### src/rtl/priv_trap_pkg.sv
package priv_trap_pkg;
  localparam logic [1:0] PRIV_U = 2'd0;
  localparam logic [1:0] PRIV_S = 2'd1;
  localparam logic [1:0] PRIV_M = 2'd3;

  localparam logic [1:0] SEL_VEC    = 2'd0;
  localparam logic [1:0] SEL_EPC    = 2'd1;
  localparam logic [1:0] SEL_CAUSE  = 2'd2;
  localparam logic [1:0] SEL_STATUS = 2'd3;

  localparam int PREV_LSB = 11;
  localparam int PREV_MSB = 12;

  localparam logic [4:0] CAUSE_ILLEGAL = 5'd2;
  localparam logic [4:0] CAUSE_ECALL_U = 5'd8;
  localparam logic [4:0] CAUSE_ECALL_S = 5'd9;
  localparam logic [4:0] CAUSE_ECALL_M = 5'd11;

  // Cause code of an environment call, by the privilege it came from.
  function automatic logic [4:0] ecall_cause(input logic [1:0] p);
    case (p)
      PRIV_U:  return CAUSE_ECALL_U;
      PRIV_S:  return CAUSE_ECALL_S;
      default: return CAUSE_ECALL_M;
    endcase
  endfunction

  // Legal previous-privilege value: the reserved encoding collapses to user.
  function automatic logic [1:0] legal_priv(input logic [1:0] p);
    return (p == 2'd2) ? PRIV_U : p;
  endfunction
endpackage

### src/rtl/trap_arbiter.sv
module trap_arbiter
  import priv_trap_pkg::*;
(
  input  logic       ecall_i,
  input  logic       illegal_i,
  input  logic       mret_i,
  input  logic [1:0] priv_i,
  output logic       trap_take_o,
  output logic       mret_take_o,
  output logic [4:0] cause_o
);
  always_comb begin
    trap_take_o = ecall_i | illegal_i;
    mret_take_o = mret_i & ~trap_take_o;
    cause_o     = illegal_i ? CAUSE_ILLEGAL : ecall_cause(priv_i);
  end
endmodule

### src/rtl/priv_csr_regs.sv
module priv_csr_regs
  import priv_trap_pkg::*;
#(
  parameter int XLEN = 32
) (
  input  logic            clk,
  input  logic            rst_n,
  input  logic            trap_take_i,
  input  logic            mret_take_i,
  input  logic [4:0]      cause_i,
  input  logic [XLEN-1:0] fault_pc_i,
  input  logic            csr_we_i,
  input  logic [1:0]      csr_wsel_i,
  input  logic [XLEN-1:0] csr_wdata_i,
  input  logic [1:0]      csr_rsel_i,
  output logic [XLEN-1:0] csr_rdata_o,
  output logic [XLEN-1:0] vec_o,
  output logic [XLEN-1:0] epc_o,
  output logic [1:0]      priv_o
);
  localparam int CAUSE_W = 5;

  logic [XLEN-1:0] vec_q, epc_q, cause_q;
  logic [1:0]      prev_q, priv_q;
  logic            wr_vec, wr_epc, wr_cause, wr_status;

  always_comb begin
    wr_vec    = csr_we_i && (csr_wsel_i == SEL_VEC);
    wr_epc    = csr_we_i && (csr_wsel_i == SEL_EPC);
    wr_cause  = csr_we_i && (csr_wsel_i == SEL_CAUSE);
    wr_status = csr_we_i && (csr_wsel_i == SEL_STATUS);
  end

  always_ff @(posedge clk) begin
    if (!rst_n) begin
      vec_q   <= '0;
      epc_q   <= '0;
      cause_q <= '0;
      prev_q  <= PRIV_U;
      priv_q  <= PRIV_M;
    end else begin
      if (wr_vec) vec_q <= csr_wdata_i;
      if (trap_take_i) begin
        epc_q   <= {fault_pc_i[XLEN-1:2], 2'b00};
        cause_q <= {{(XLEN-CAUSE_W){1'b0}}, cause_i};
        prev_q  <= priv_q;
        priv_q  <= PRIV_M;
      end else begin
        if (wr_epc)   epc_q   <= {csr_wdata_i[XLEN-1:2], 2'b00};
        if (wr_cause) cause_q <= csr_wdata_i;
        if (mret_take_i) begin
          priv_q <= prev_q;
          prev_q <= PRIV_U;
        end else if (wr_status) begin
          prev_q <= legal_priv(csr_wdata_i[PREV_MSB:PREV_LSB]);
        end
      end
    end
  end

  always_comb begin
    csr_rdata_o = '0;
    case (csr_rsel_i)
      SEL_VEC:   csr_rdata_o = vec_q;
      SEL_EPC:   csr_rdata_o = epc_q;
      SEL_CAUSE: csr_rdata_o = cause_q;
      default:   csr_rdata_o[PREV_MSB:PREV_LSB] = prev_q;
    endcase
  end

  assign vec_o  = vec_q;
  assign epc_o  = epc_q;
  assign priv_o = priv_q;

  AST_TRAP_ENTERS_M: assert property (@(posedge clk) disable iff (!rst_n)
    trap_take_i |=> priv_q == PRIV_M);
  AST_TRAP_SAVES_PRIV: assert property (@(posedge clk) disable iff (!rst_n)
    trap_take_i |=> prev_q == $past(priv_q));
  AST_MRET_RESTORES: assert property (@(posedge clk) disable iff (!rst_n)
    mret_take_i |=> priv_q == $past(prev_q));
  AST_MRET_CLEARS_PREV: assert property (@(posedge clk) disable iff (!rst_n)
    mret_take_i |=> prev_q == PRIV_U);
  AST_EPC_ALIGNED: assert property (@(posedge clk) disable iff (!rst_n)
    epc_q[1:0] == 2'b00);
  AST_PRIV_LEGAL: assert property (@(posedge clk) disable iff (!rst_n)
    priv_q != 2'd2);
endmodule

### src/rtl/redirect_gen.sv
module redirect_gen #(
  parameter int XLEN = 32
) (
  input  logic            clk,
  input  logic            rst_n,
  input  logic            trap_take_i,
  input  logic            mret_take_i,
  input  logic [XLEN-1:0] vec_i,
  input  logic [XLEN-1:0] epc_i,
  output logic            redirect_o,
  output logic [XLEN-1:0] redirect_pc_o
);
  always_ff @(posedge clk) begin
    if (!rst_n) begin
      redirect_o    <= 1'b0;
      redirect_pc_o <= '0;
    end else begin
      redirect_o <= trap_take_i | mret_take_i;
      if (trap_take_i)      redirect_pc_o <= vec_i;
      else if (mret_take_i) redirect_pc_o <= epc_i;
    end
  end

  AST_REDIRECT_ON_EVENT: assert property (@(posedge clk) disable iff (!rst_n)
    (trap_take_i | mret_take_i) |=> redirect_o);
  AST_REDIRECT_IDLE: assert property (@(posedge clk) disable iff (!rst_n)
    !(trap_take_i | mret_take_i) |=> !redirect_o);
  AST_TRAP_TARGET: assert property (@(posedge clk) disable iff (!rst_n)
    trap_take_i |=> redirect_pc_o == $past(vec_i));
  AST_MRET_TARGET: assert property (@(posedge clk) disable iff (!rst_n)
    mret_take_i |=> redirect_pc_o == $past(epc_i));
endmodule

### src/rtl/priv_trap_ctrl.sv
module priv_trap_ctrl
  import priv_trap_pkg::*;
#(
  parameter int XLEN = 32
) (
  input  logic            clk,
  input  logic            rst_n,
  input  logic            ecall_i,
  input  logic            illegal_i,
  input  logic            mret_i,
  input  logic [XLEN-1:0] fault_pc_i,
  input  logic            csr_we_i,
  input  logic [1:0]      csr_wsel_i,
  input  logic [XLEN-1:0] csr_wdata_i,
  input  logic [1:0]      csr_rsel_i,
  output logic [XLEN-1:0] csr_rdata_o,
  output logic            redirect_o,
  output logic [XLEN-1:0] redirect_pc_o,
  output logic [1:0]      priv_o
);
  logic            trap_take, mret_take;
  logic [4:0]      trap_cause;
  logic [XLEN-1:0] vec, epc;

  trap_arbiter u_arb (
    .ecall_i     (ecall_i),
    .illegal_i   (illegal_i),
    .mret_i      (mret_i),
    .priv_i      (priv_o),
    .trap_take_o (trap_take),
    .mret_take_o (mret_take),
    .cause_o     (trap_cause)
  );

  priv_csr_regs #(.XLEN(XLEN)) u_regs (
    .clk         (clk),
    .rst_n       (rst_n),
    .trap_take_i (trap_take),
    .mret_take_i (mret_take),
    .cause_i     (trap_cause),
    .fault_pc_i  (fault_pc_i),
    .csr_we_i    (csr_we_i),
    .csr_wsel_i  (csr_wsel_i),
    .csr_wdata_i (csr_wdata_i),
    .csr_rsel_i  (csr_rsel_i),
    .csr_rdata_o (csr_rdata_o),
    .vec_o       (vec),
    .epc_o       (epc),
    .priv_o      (priv_o)
  );

  redirect_gen #(.XLEN(XLEN)) u_redir (
    .clk           (clk),
    .rst_n         (rst_n),
    .trap_take_i   (trap_take),
    .mret_take_i   (mret_take),
    .vec_i         (vec),
    .epc_i         (epc),
    .redirect_o    (redirect_o),
    .redirect_pc_o (redirect_pc_o)
  );

  AST_COLLISION_TRAP_WINS: assert property (@(posedge clk) disable iff (!rst_n)
    (ecall_i && mret_i) |=> priv_o == PRIV_M);
  AST_ILLEGAL_CAUSE: assert property (@(posedge clk) disable iff (!rst_n)
    (illegal_i && csr_rsel_i == SEL_CAUSE) |=> (csr_rsel_i != SEL_CAUSE) || csr_rdata_o == 32'd2);
endmodule

### config.mk
export PLATFORM = sky130hd
export DESIGN_NAME = priv_trap_ctrl
export DESIGN_NICKNAME = d
export VERILOG_FILES = /design/src/rtl/priv_trap_pkg.sv /design/src/rtl/trap_arbiter.sv /design/src/rtl/priv_csr_regs.sv /design/src/rtl/redirect_gen.sv /design/src/rtl/priv_trap_ctrl.sv
export SDC_FILE = /design/constraint.sdc
export NUM_CORES = 1
export LEC_CHECK = 0
export BUFFER_PORTS_ARGS = -buffer_cell sky130_fd_sc_hd__buf_2
export CAP_MARGIN = 20
export CORE_UTILIZATION = 25
export CTS_CLUSTER_DIAMETER = 30
export DETAILED_ROUTE_END_ITERATION = 6
export GPL_ROUTABILITY_DRIVEN = 1
export HOLD_SLACK_MARGIN = 0.1
export PLACE_DENSITY_LB_ADDON = 0.3
export RECOVER_POWER = 100
export SYNTH_ARGS = -nofsm -noshare
export SYNTH_HDL_FRONTEND = slang
export SYNTH_SLANG_ARGS = --single-unit
### constraint.sdc
create_clock -name clk -period 1.3 [get_ports clk]
set_clock_uncertainty 0.15 [all_clocks]
set_input_delay 0.065 -clock clk [delete_from_list [all_inputs] [get_ports clk]]
set_output_delay 0.065 -clock clk [all_outputs]
set_load 0.05 [all_outputs]
== Yosys cells after proc, flatten, opt, wreduce, memory -nomap -nowiden ==
Cells that the tools add are included.

* Reduce and logical (&&, ||, !) cells: 12
* Bitwise operators: 5
* Muxes and demuxes: 15
* Equal/unequal tests: 7

{| class="wikitable"
|+ Operator list
! operator !! count
|-
| 32-bit 2-to-1 mux || 4
|-
| 19-bit one-hot mux with 3 select lines || 1
|-
| 11-bit one-hot mux with 3 select lines || 1
|-
| 5-bit 2-to-1 mux || 2
|-
| 2-bit == test, second input constant || 4
|-
| 2-bit 2-to-1 mux || 4
|-
| 2-bit by 1-bit == test with 1-bit output, second input constant || 3
|-
| 2-bit logical NOT || 3
|-
| 2-bit one-hot mux with 3 select lines || 1
|-
| 2-bit nonzero test || 3
|-
| 1-bit logical AND || 4
|-
| 4-bit 2-to-1 mux || 1
|-
| 2-bit one-hot mux with 2 select lines || 1
|-
| 3-bit nonzero test || 1
|-
| 1-bit NOT || 2
|-
| 1-bit bitwise OR || 2
|-
| 2-bit OR reduction || 1
|-
| 1-bit bitwise AND || 1
|}

* Logic and storage cells: 47
* Input bits: 74
* Output and inout port bits: 67
* Flip-flop bits (word level): 131

== Longest topological paths before layout ==
Gate-level depths: netlist of run 1.

* Depth in word-level cells: 5
* Gate-level depth with buffers: 6
* Depth with buffers taken out: 3

== By module ==
Synthesis of run 1 repeated with hierarchy kept, for this count alone.

* Cells, all modules: 731
* Area total of the unflattened synthesis: 6298.5 um^2

{| class="wikitable"
|+ By module, submodules not included
! module !! instances !! cells each !! sequential area each (um^2) !! area an instance (um^2)
|-
| priv_csr_regs || 1 || 578 || 1961.9 || 4448.0
|-
| redirect_gen || 1 || 145 || 660.6 || 1798.0
|-
| trap_arbiter || 1 || 8 || 0.0 || 52.6
|}

== Least setup slack after synthesis of run 1 ==
No wires, ideal clock.

* Path kind: input-to-output
* From: in csr_rsel_i[0]
* To: out csr_rdata_o[10]
* Buffers on the path: 2
* Path slack: -0.686 ns
* Data required time: 1.085 ns
* Cell stages on the path: 4
* Arrival time: 1.771 ns
* Cell sequence: clkbuf_1 buf_2 mux2i_1 o21ai_0

* Cells in the longest elaborated chain, start to end: 2
* Elaborated cells on any way between the ends: 4
* Those cells by class: eq/ne: 2; mux: 1; reduce/logical: 1

{| class="wikitable"
|+ Ends and longest elaborated chain
! element !! line !! text
|-
| start, declared || priv_trap_ctrl.sv:15 || <nowiki>input logic [1:0] csr_rsel_i,</nowiki>
|-
| 2-bit == test, or another cell as far along || priv_csr_regs.sv:63 || <nowiki>case (csr_rsel_i)</nowiki>
|-
| 11-bit one-hot mux with 3 select lines (*) || priv_csr_regs.sv:63 ||
|-
| end, declared || priv_trap_ctrl.sv:16 || <nowiki>output logic [XLEN-1:0] csr_rdata_o,</nowiki>
|}

Mark *: on every way between the ends. The rest lies on a longest branch, timed or not.

== Final worst setup path of run 1 ==
* From: reg u_regs.prev_q[1]
* To: out csr_rdata_o[12]

* Cells in the longest elaborated chain, start to end: 1

{| class="wikitable"
|+ Ends and longest elaborated chain
! element !! line !! text
|-
| start, declared || priv_csr_regs.sv:24 || <nowiki>logic [1:0] prev_q, priv_q;</nowiki>
|-
| start signal, assigned || priv_csr_regs.sv:46 || <nowiki>prev_q <= priv_q;</nowiki>
|-
| start signal, assigned || priv_csr_regs.sv:55 || <nowiki>prev_q <= legal_priv(csr_wdata_i[PREV_MSB:PREV_LSB]);</nowiki>
|-
| 2-bit one-hot mux with 3 select lines || priv_csr_regs.sv:63 ||
|}

Every way passes these cells.

==> run_results.csv, run 1 <==
group,metric,value,unit
route,post-route-drc-count,0,
global_route,antenna_found_initial,0,
layout,diodes,0,
setup_path,cp_top_family,"multiplexers",
setup_path,crit_path_start_kind,"flop",
setup_path,r2r_end,"u_regs.prev_q[0]",
cts,cts_htree_levels,4,
setup_path,critical_path_required,1.09,ns
pwr,p_int,8030,µW
yosys,synth_area_per_cell,8.07,µm²
cts,clock_path_buffers,2,
timing,rsz0062_at_grt,"true",
global_route,grt_usage,18.0,%
place,place_congestion,0.746,
run_status,violations,"negative setup slack",
timing,timing.final.ws_setup,-0.375,ns
setup_path,worst-path-max-fanout,2,
pwr,power_frac_seq,38.8,%
timing,tns,-7.80,ns
pwr,power.switching,3150,µW
timing,post-route-min-period,1.68,ns
setup_path,crit_slowest_cell,"mux4_2",
place,io_buffers,138,
yosys,seq_area_frac_synth,45.1,%
run,drv_cap,0,
setup_path,rrSetupSlack,0.07,ns
pwr,ir_drop,0.696,mV
floorplanning,die_area,23900,µm²
yosys,ys.flop_type,"dfxtp_1",
global_route,overflow,0,
layout,nets,1056,
setup_path,end_kind,"output pin",
yosys,synth_edf_count,0,
floorplanning,core_area,22700,µm²
run_status,status,"finished with violations",
cts,clock_latency,0.42,ns
global_route,grt_pass1_vias,6052,
floorplanning,num_rows,55,
place,place_hpwl,13.9,mm
cts,root_buffer,"clkbuf_16",
global_route,grt_start_max_net_pins,49,
cts,path_clk_slew,0.06,ns
setup_path,reg2reg_depth,4,
cts,numCtsBuffers,17,
timing,setup_viol,105,
route,drtIter0Drc,310,
setup_path,slowest_delay,0.53,ns
timing,layout_worst_path_cycle_share,129,%
global_route,grt_pass1_wl,33.0,mm
yosys,synth_cell_types,32,
timing,hold_viol_final,0,
floorplanning,start_util,25.6,%
route,drt_wl_total,21.4,mm
yosys,synthCells,721,
route,dr.pass1.iters,5,
worst_hold_path,min_to,"u_regs.priv_o[0]",
setup_path,cp_num_buf_inv,1,
layout,area_growth,64.8,%
floorplanning,num_io_pins,141,
worst_hold_path,hp-start,"ecall_i",
yosys,ys_ff_latch,131,
timing,relSlewSlack,75.1,%
setup_path,r2r_start,"u_regs.prev_q[0]",
route,vias,6164,
cts,tritoncts,"done",
pwr,switching_share,28.2,%
route,avgRoutedWirePerCell,16.8,µm
setup_path,critPathArrivalTime,1.46,ns
timing,hold_slack,0.0990,ns
worst_hold_path,min_path_cells,5,
worst_hold_path,hold_class,"in -> reg",
setup_path,crit_type,"reg -> out",
layout,drive_above_1_share,39.3,%
floorplanning,die_w,155,µm
pwr,clock_power_share,42.2,%
place,place_ws,-0.0884,ns
pwr,comb_power_share,18.9,%
yosys,syn_nets,795,
route,via_per_inst,4.82,
floorplanning,die_height,155,µm
timing,fmax,597,MHz
timing,worst_pin_slew,0.374,ns
timing,slew_viol_final,0,
pwr,powerDensity,1170,nW/µm²
pwr,p_leak,0.00383,µW
cts,cts_sinks,131,
route,antenna_left,0,
yosys,yosysWarnings,0,
setup_path,cp_cell_sequence,"mux4_2, buf_8",
yosys,async_reset_ff_share,0,%
yosys,synthesis.area,5820,µm²
==> placed cells by master (no fill, tap or decap), types with 3 or more instances in the layout <==
cell           count
a211oi_1          31
a21oi_1           66
a311oi_1          28
buf_12            18
buf_2             89
buf_4             79
buf_6             29
buf_8              6
clkbuf_1           3
clkbuf_16         17
clkbuf_2           9
clkbuf_4           5
clkbuf_8           3
clkinv_2           4
clkinvlp_4         4
dfxtp_1           68
dfxtp_2           59
dfxtp_4            4
dlygate4sd3_1     69
mux2i_1           47
mux2i_2            3
mux2i_4           12
nand2_1          214
nand3b_1           3
nor2_1            31
nor3_1            31
o21ai_2           14
o21ai_4           14
==> sequential cells by signal, summed over array words and instances (netlist names) <==
name                   count
u_redir.redirect_o         1
u_redir.redirect_pc_o     32
u_regs.cause_q            32
u_regs.epc_o              30
u_regs.prev_q              2
u_regs.priv_o              2
u_regs.vec_o              32
==> through the flow <==
step	total power (µW)	cells	instance area, µm²	utilization (%)
after floorplan	5420	721	6040	-
after global placement	6090	1136	7500	33.0
after detailed placement	6100	1136	7500	33.0
after CTS	11200	1266	9360	41.2
after global routing	11600	1278	9590	42.2
final	11200	1278	9590	42.2
==> layout make-up <==
type	count	area (µm²)
repair buffers	307	2610
clock buffers	20	457
flip-flops and latches	131	2710
inverters	2	7.51
multi-input cells	523	3340
well taps	285	357
clock inverters	10	110
fillers	2238	13100
==> synth_stat cells, types with 2 or more instances <==
cell | count | area [µm²]
mux2i_1 | 62 | 621
clkbuf_1 | 36 | 135
dfxtp_1 | 131 | 2620
buf_2 | 25 | 125
buf_1 | 2 | 7.51
nor3_1 | 32 | 160
mux4_2 | 2 | 45.0
a211oi_1 | 33 | 248
nand2_1 | 214 | 803
a21oi_1 | 66 | 330
a221o_1 | 2 | 20.0
nor2_1 | 34 | 128
nand2b_1 | 3 | 18.8
and3b_1 | 2 | 17.5
nand3b_1 | 3 | 22.5
nor4_1 | 2 | 12.5
o21ai_0 | 29 | 145
a311oi_1 | 29 | 254
==> how the worst max path moves through the flow <==
stage                startpoint              end  slack (ns)  depth (start not counted)
6_report       u_regs.prev_q[1]  csr_rdata_o[12]       -0.38                          2
4_1_cts        u_regs.prev_q[1]  csr_rdata_o[12]       -0.39                          2
3_3_place_gp      csr_rsel_i[0]   csr_rdata_o[4]       -0.06                          5
2_1_floorplan     csr_rsel_i[0]  csr_rdata_o[10]       -0.06                          4
3_5_place_dp      csr_rsel_i[0]   csr_rdata_o[4]       -0.09                          5
5_1_grt        u_regs.prev_q[1]  csr_rdata_o[12]       -0.40                          2
==> power groups by stage <==
| stage | Combinational (µW) | Clock (µW) | Sequential [µW] |
|---|---|---|---|
| final | 2120 | 4720 | 4340 |
| after detailed placement | 1690 | 0 | 4410 |
| after CTS | 2050 | 4820 | 4340 |
| after floorplan | 872 | 0 | 4550 |
| after global routing | 2260 | 5020 | 4360 |
| after global placement | 1680 | 0 | 4410 |
==> per-layer routing <==
metal | up-vias | GRT usage, % | share of wire, %
li1 | 3041 | - | -
met1 | 2901 | 23.3 | 46
met2 | 198 | 29.9 | 48
met3 | 24 | 3.75 | 5.0
met4 | 0 | 5.80 | 1.3
met5 | - | 0 | 0
==> cells by family (layout without fill, tap and decap cells) <==
logic type / Yosys count / in the layout / synth area share, %
AO/OA/AOI/OAI: 162 / 162 / 17.5
flip-flops: 131 / 131 / 45.1
multiplexers: 65 / 65 / 11.6
buffers and inverters: 67 / 339 / 5.05
AND/OR/NAND/NOR: 296 / 296 / 20.7
==> what timing repair did <==
item	in CTS	in global routing
buffers inserted	33	10
gates resized for setup	146	32
hold buffers	67	6
setup endpoints to repair	35	134
gates cloned	0	0
pin swaps	6	9
hold endpoints to repair	110	7
==> worst register-to-register path, delay by kind of cell (launching register included) <==
family                 cells  cell delay [ns]
DFF                        1             0.33
and+or+nand+nor            1             0.29
AOI/OAI and AO/OA          1             0.07
buffers and inverters      2             0.26
Power figures use the tool's default switching activity.
==> inputs of run 2 (changes only) <==
--- a/config.mk
+++ b/config.mk
@@ -7,13 +7,14 @@
 export LEC_CHECK = 0
 export BUFFER_PORTS_ARGS = -buffer_cell sky130_fd_sc_hd__buf_2
 export CAP_MARGIN = 20
-export CORE_UTILIZATION = 25
+export CORE_UTILIZATION = 48
 export CTS_CLUSTER_DIAMETER = 30
 export DETAILED_ROUTE_END_ITERATION = 6
 export GPL_ROUTABILITY_DRIVEN = 1
 export HOLD_SLACK_MARGIN = 0.1
 export PLACE_DENSITY_LB_ADDON = 0.3
 export RECOVER_POWER = 100
+export REMOVE_ABC_BUFFERS = 1
 export SYNTH_ARGS = -nofsm -noshare
 export SYNTH_HDL_FRONTEND = slang
 export SYNTH_SLANG_ARGS = --single-unit
==> run 2 against run 1 <==
Effect of this change: the flow finishes with violations (design-rule violations, negative setup slack); largest cell class unchanged; critical path type unchanged; global-route usage increased by 15 points; core utilization increased by 36 points; clock power decreased by 4.4%; maximum frequency increased by 3.4%; critical path depth is the same; wire length rose by 0.83%; largest power group unchanged; combinational power fell by 2%; sequential power hardly changed; count of clock-buffer cells in the layout up 1; final cell count is 10% lower; critical endpoint is now csr_rdata_o[11]; non-clock buffer count increased by 12.
==> run_results.csv, run 2 (synthesized netlist as in run 1, its figures left out) <==
group,metric,value,unit
run_status,status,"finished with violations",
run_status,violations,"design-rule violations, negative setup slack",
route,avgRoutedWirePerCell,18.8,µm
floorplanning,die_area,12600,µm²
route,drtIter0Drc,630,
layout,fillers,740,
cts,path_clk_slew,0.06,ns
global_route,grt_pass1_vias,6736,
timing,post-route-min-period,1.62,ns
cts,clock_path_buffers,2,
global_route,grt_pass1_wl,32.7,mm
floorplanning,die_height,112,µm
route,antenna_left,0,
setup_path,crit_path_start_kind,"flop",
timing,tns,-3.63,ns
layout,stdcell_area,9050,µm²
route,via_per_inst,5.89,
pwr,clock_power_share,41.3,%
pwr,ir_drop,0.902,mV
cts,numCtsBuffers,17,
setup_path,critPathArrivalTime,1.41,ns
run,drv_cap,0,
layout,area_growth,55.5,%
cts,cts_sinks,131,
global_route,grt_usage,33.1,%
global_route,overflow,0,
pwr,power_frac_seq,39.7,%
timing,layout_worst_path_cycle_share,125,%
pwr,p_leak,0.00384,µW
place,place_hpwl,11.9,mm
setup_path,critical_path_required,1.09,ns
cts,clock_latency,0.42,ns
route,post-route-drc-count,12,
layout,drive_above_1_share,36.8,%
global_route,grt_start_max_net_pins,62,
cts,cts_htree_levels,4,
timing,slew_viol_final,0,
setup_path,end_kind,"output pin",
timing,timing.final.ws_setup,-0.321,ns
route,dr.pass1.iters,7,
layout,mostFrequentLayoutCells,"214 x nand2_1, 98 x buf_4, 81 x buf_2",
layout,diodes,0,
floorplanning,num_rows,39,
timing,relSlewSlack,70.7,%
place,io_buffers,138,
cts,tritoncts,"done",
pwr,p_int,7850,µW
layout,final_common_cell,"nand2_1",
global_route,antenna_found_initial,0,
timing,hold_viol_final,0,
pwr,power.switching,3060,µW
place,place_congestion,0.879,
layout,fin_util,77.9,%
floorplanning,num_io_pins,141,
setup_path,worst-path-max-fanout,2,
timing,setup_viol,34,
place,dp.cells,984,
layout,stdcell_count,1150,
pwr,comb_power_share,19.0,%
layout,nets,1068,
route,drt_wl_total,21.6,mm
cts,root_buffer,"clkbuf_16",
floorplanning,die_w,112,µm
timing,fmax,617,MHz
timing,rsz0062_at_grt,"true",
floorplanning,core_area,11600,µm²
worst_hold_path,hold_class,"in -> reg",
route,vias,6777,
pwr,powerDensity,1210,nW/µm²
pwr,switching_share,28.0,%
floorplanning,start_util,50.1,%
timing,worst_pin_slew,0.439,ns
place,postPlaceCellArea,6940,µm²
setup_path,crit_type,"reg -> out",
==> run 2: cell types whose count changed in the layout (fill, tap and decap cells not counted), sizes merged <==
cell,previous run,this run
dlygate4sd3,69,67
clkinvlp,4,2
bufinv,2,1
clkinv,4,8
clkbuf,37,47
buf,221,226
==> run 2: path summary, 6_finish.rpt <==
path,from,depth (start not counted),to,slack (ns)
worst min-delay path,ecall_i,5,u_regs.epc_o[12],0.06
worst max register to register,u_regs.prev_q[1],3,u_regs.prev_q[1],0.08
worst min register to register,u_regs.cause_q[20],2,u_regs.cause_q[20],0.30
worst max-delay path,u_regs.prev_q[0],2,csr_rdata_o[11],-0.32
==> run 2: power groups by stage <==
stage / Sequential [µW] / Combinational [µW] / Clock (µW)
after floorplan: 4550 / 714 / 0
after global placement: 4400 / 1500 / 0
after detailed placement: 4410 / 1530 / 0
after CTS: 4320 / 1920 / 4510
after global routing: 4340 / 2170 / 4720
final: 4330 / 2070 / 4510
==> run 2: per-stage QoR <==
step	setup WS, ns	total power [µW]	hold WS, ns
after detailed placement	-0.101	5940	0.186
after CTS	-0.323	10800	-0.0224
final	-0.321	10900	0.0579
after floorplan	-3.93	5270	0.0379
after global placement	-0.0875	5890	0.176
after global routing	-0.345	11200	0.0876
==> run 2: metal layers <==
layer,global-route usage (%),part of all wire [%]
met1,38.1,38
met5,0,0
met3,7.78,9.2
met4,17.1,2.7
met2,57.4,50
==> run 2: layout make-up <==
cell class              count  area, µm²  area share [%]
well taps                 143        179            1.98
inverters                   2       7.51          0.0829
clock buffers              21        470            5.20
multi-input cells         523       2990            33.0
repair buffers            319       2620            28.9
flip-flops and latches    131       2710            29.9
clock inverters            11       85.1           0.940
==> run 2: critical path: stages (launching register included) <==
cell,delay [ns]
dfxtp_2,0.32
mux4_2,0.49
buf_8,0.17
==> run 2: repair_timing <==
| item | in CTS | in global routing |
|---|---|---|
| endpoints found under the hold margin | 112 | 10 |
| gates cloned | 0 | 1 |
| gates resized for setup | 160 | 30 |
| pin swaps | 29 | 32 |
| endpoints found under the setup margin | 35 | 131 |
| hold buffers | 66 | 3 |
| buffers inserted | 51 | 15 |
==> inputs of run 3 (changes only) <==
--- a/config.mk
+++ b/config.mk
@@ -7,7 +7,7 @@
 export LEC_CHECK = 0
 export BUFFER_PORTS_ARGS = -buffer_cell sky130_fd_sc_hd__buf_2
 export CAP_MARGIN = 20
-export CORE_UTILIZATION = 48
+export CORE_UTILIZATION = 53
 export CTS_CLUSTER_DIAMETER = 30
 export DETAILED_ROUTE_END_ITERATION = 6
 export GPL_ROUTABILITY_DRIVEN = 1
==> constraint.sdc (replaced) <==
create_clock -name clk -period 1.5 [get_ports clk]
set_clock_uncertainty 0.15 [all_clocks]
set_input_delay 0.075 -clock clk [delete_from_list [all_inputs] [get_ports clk]]
set_output_delay 0.075 -clock clk [all_outputs]
set_load 0.05 [all_outputs]
==> run 3 against run 2 <==
Effect of this change: the flow finishes with violations (negative setup slack); largest power group unchanged; count of clock-buffer cells in the layout grew 3; first-iteration DRC count grew 73%; power shrank 12%; sequential share of layout area shrank 0.060 points; cell area grew 0.25%; sequential power shrank 13%; non-clock buffer count grew 9; worst setup slack gained 0.073 ns; global-route usage grew 6.5 points; critical path depth is the same; critical endpoint unchanged.
==> run_results.csv, run 3 (synthesized netlist as in run 1, its figures left out) <==
group,metric,value,unit
run_status,status,"finished with violations",
run_status,violations,"negative setup slack",
floorplanning,die_area,11400,µm²
place,place_ws,-0.0155,ns
timing,hold_viol_final,0,
place,io_buffers,138,
timing,layout_worst_path_cycle_share,116,%
layout,drive_above_1_share,35.0,%
layout,mostFrequentLayoutCells,"214 x nand2_1, 91 x dlygate4sd3_1, 86 x buf_4",
global_route,antenna_found_initial,0,
layout,diodes,0,
cts,path_clk_slew,0.06,ns
layout,area_growth,55.9,%
route,post-route-drc-count,0,
route,dr.pass1.iters,6,
route,vias,7470,
worst_hold_path,min_path_cells,5,
cts,cts_htree_levels,4,
setup_path,crit_path_start_kind,"flop",
route,via_per_inst,6.50,
route,avgRoutedWirePerCell,22.2,µm
cts,root_buffer,"clkbuf_8",
place,place_congestion,0.874,
layout,final_common_cell,"nand2_1",
cts,tritoncts,"done",
floorplanning,die_height,107,µm
place,place_hpwl,11.0,mm
timing,setup_viol,101,
setup_path,r2r_end,"u_regs.prev_q[0]",
global_route,grt_pass1_vias,6943,
global_route,grt_usage,39.6,%
place,dp.cells,959,
floorplanning,num_rows,37,
cts,cts_sinks,131,
timing,worst_pin_slew,0.593,ns
worst_hold_path,hold_class,"in -> reg",
timing,relSlewSlack,59.9,%
worst_hold_path,min_to,"u_regs.cause_q[25]",
timing,timing.final.ws_setup,-0.247,ns
timing,slew_viol_final,0,
setup_path,worst-path-max-fanout,2,
layout,stdcell_count,1149,
cts,numCtsBuffers,17,
floorplanning,die_w,107,µm
setup_path,crit_type,"reg -> out",
global_route,grt_pass1_wl,34.8,mm
route,drt_wl_total,25.6,mm
setup_path,reg2reg_depth,3,
cts,clock_latency,0.53,ns
floorplanning,start_util,55.6,%
setup_path,critical_path_required,1.27,ns
floorplanning,num_io_pins,141,
route,drtIter0Drc,1092,
timing,fmax,572,MHz
timing,post-route-min-period,1.75,ns
pwr,ir_drop,0.832,mV
pwr,powerDensity,1060,nW/µm²
cts,clock_path_buffers,2,
global_route,overflow,0,
setup_path,rrSetupSlack,0.27,ns
setup_path,critPathArrivalTime,1.52,ns
worst_hold_path,hp-start,"ecall_i",
floorplanning,core_area,10500,µm²
setup_path,end_kind,"output pin",
route,antenna_left,0,
setup_path,r2r_start,"u_regs.prev_q[0]",
run,drv_cap,0,
layout,nets,1077,
global_route,grt_start_max_net_pins,58,
pwr,p_leak,0.00378,µW
timing,rsz0062_at_grt,"true",
-- run 3: cell count changes in the layout (fill, tap and decap cells not counted), moves of 5 or more --
cell           delta
mux2i_2           +6
dlygate4sd3_1    +24
clkinv_2          -5
clkbuf_1          +5
mux2i_1           -6
buf_2            -16
buf_12            -7
clkbuf_2         +18
buf_4            -12
-- run 3: layout make-up --
cell class / instances / area (µm²)
Fill cell: 498 / 1390
Clock inverter: 5 / 75.1
Tap cell: 136 / 170
Inverter: 2 / 7.51
Timing Repair Buffer: 328 / 2620
Sequential cell: 131 / 2710
Clock buffer: 24 / 490
Multi-Input combinational cell: 523 / 3000
-- run 3: per-stage QoR --
| stage | area, µm² | hold slack (ns) | total power (µW) | TNS, ns | util [%] |
|---|---|---|---|---|---|
| after floorplan | 5530 | 0.0479 | 4560 | -322.44 | - |
| after global placement | 6720 | 0.185 | 5040 | 0 | 64.2 |
| after detailed placement | 6720 | 0.193 | 5080 | -0.0155 | 64.2 |
| after CTS | 8820 | 0.0635 | 9350 | -1.74 | 84.3 |
| after global routing | 9070 | 0.159 | 9800 | -10.44 | 86.7 |
| final | 9070 | 0.149 | 9600 | -7.82 | 86.7 |
-- run 3: critical path: stages, from the launching register on --
cell	delay, ns
dfxtp_2	0.33
mux4_2	0.50
buf_8	0.17
-- run 3: power by group --
group          internal [µW]  switching (µW)  leakage [µW]  total, µW
Clock                   2550            1450      0.000283       4000
Sequential              3660             107       0.00110       3770
Combinational            741            1090       0.00240       1830
-- run 3: layer usage --
metal  GRT usage [%]  wire (µm)
met1            45.6       8820
met2            65.8      11600
met3            9.48       3240
met4            25.1       1890
met5               0          0
-- run 3: repair_timing --
item | 4_1_cts | 5_1_grt
gates cloned | 0 | 1
endpoints found under the hold margin | 128 | 21
setup buffers | 49 | 19
pin swaps | 25 | 28
hold buffers | 90 | 5
setup endpoints to repair | 32 | 107
gates resized for setup | 150 | 36
-- run 3: how the worst max path moves through the flow --
stage                      from          endpoint  cells past startpoint
6_report       u_regs.prev_q[0]   csr_rdata_o[11]                      2
3_3_place_gp      csr_rsel_i[0]    csr_rdata_o[9]                      6
4_1_cts        u_regs.epc_o[12]   csr_rdata_o[12]                      2
3_5_place_dp      csr_rsel_i[0]    csr_rdata_o[9]                      6
5_1_grt        u_regs.prev_q[0]   csr_rdata_o[11]                      2
2_1_floorplan         illegal_i  u_regs.priv_o[0]                      3
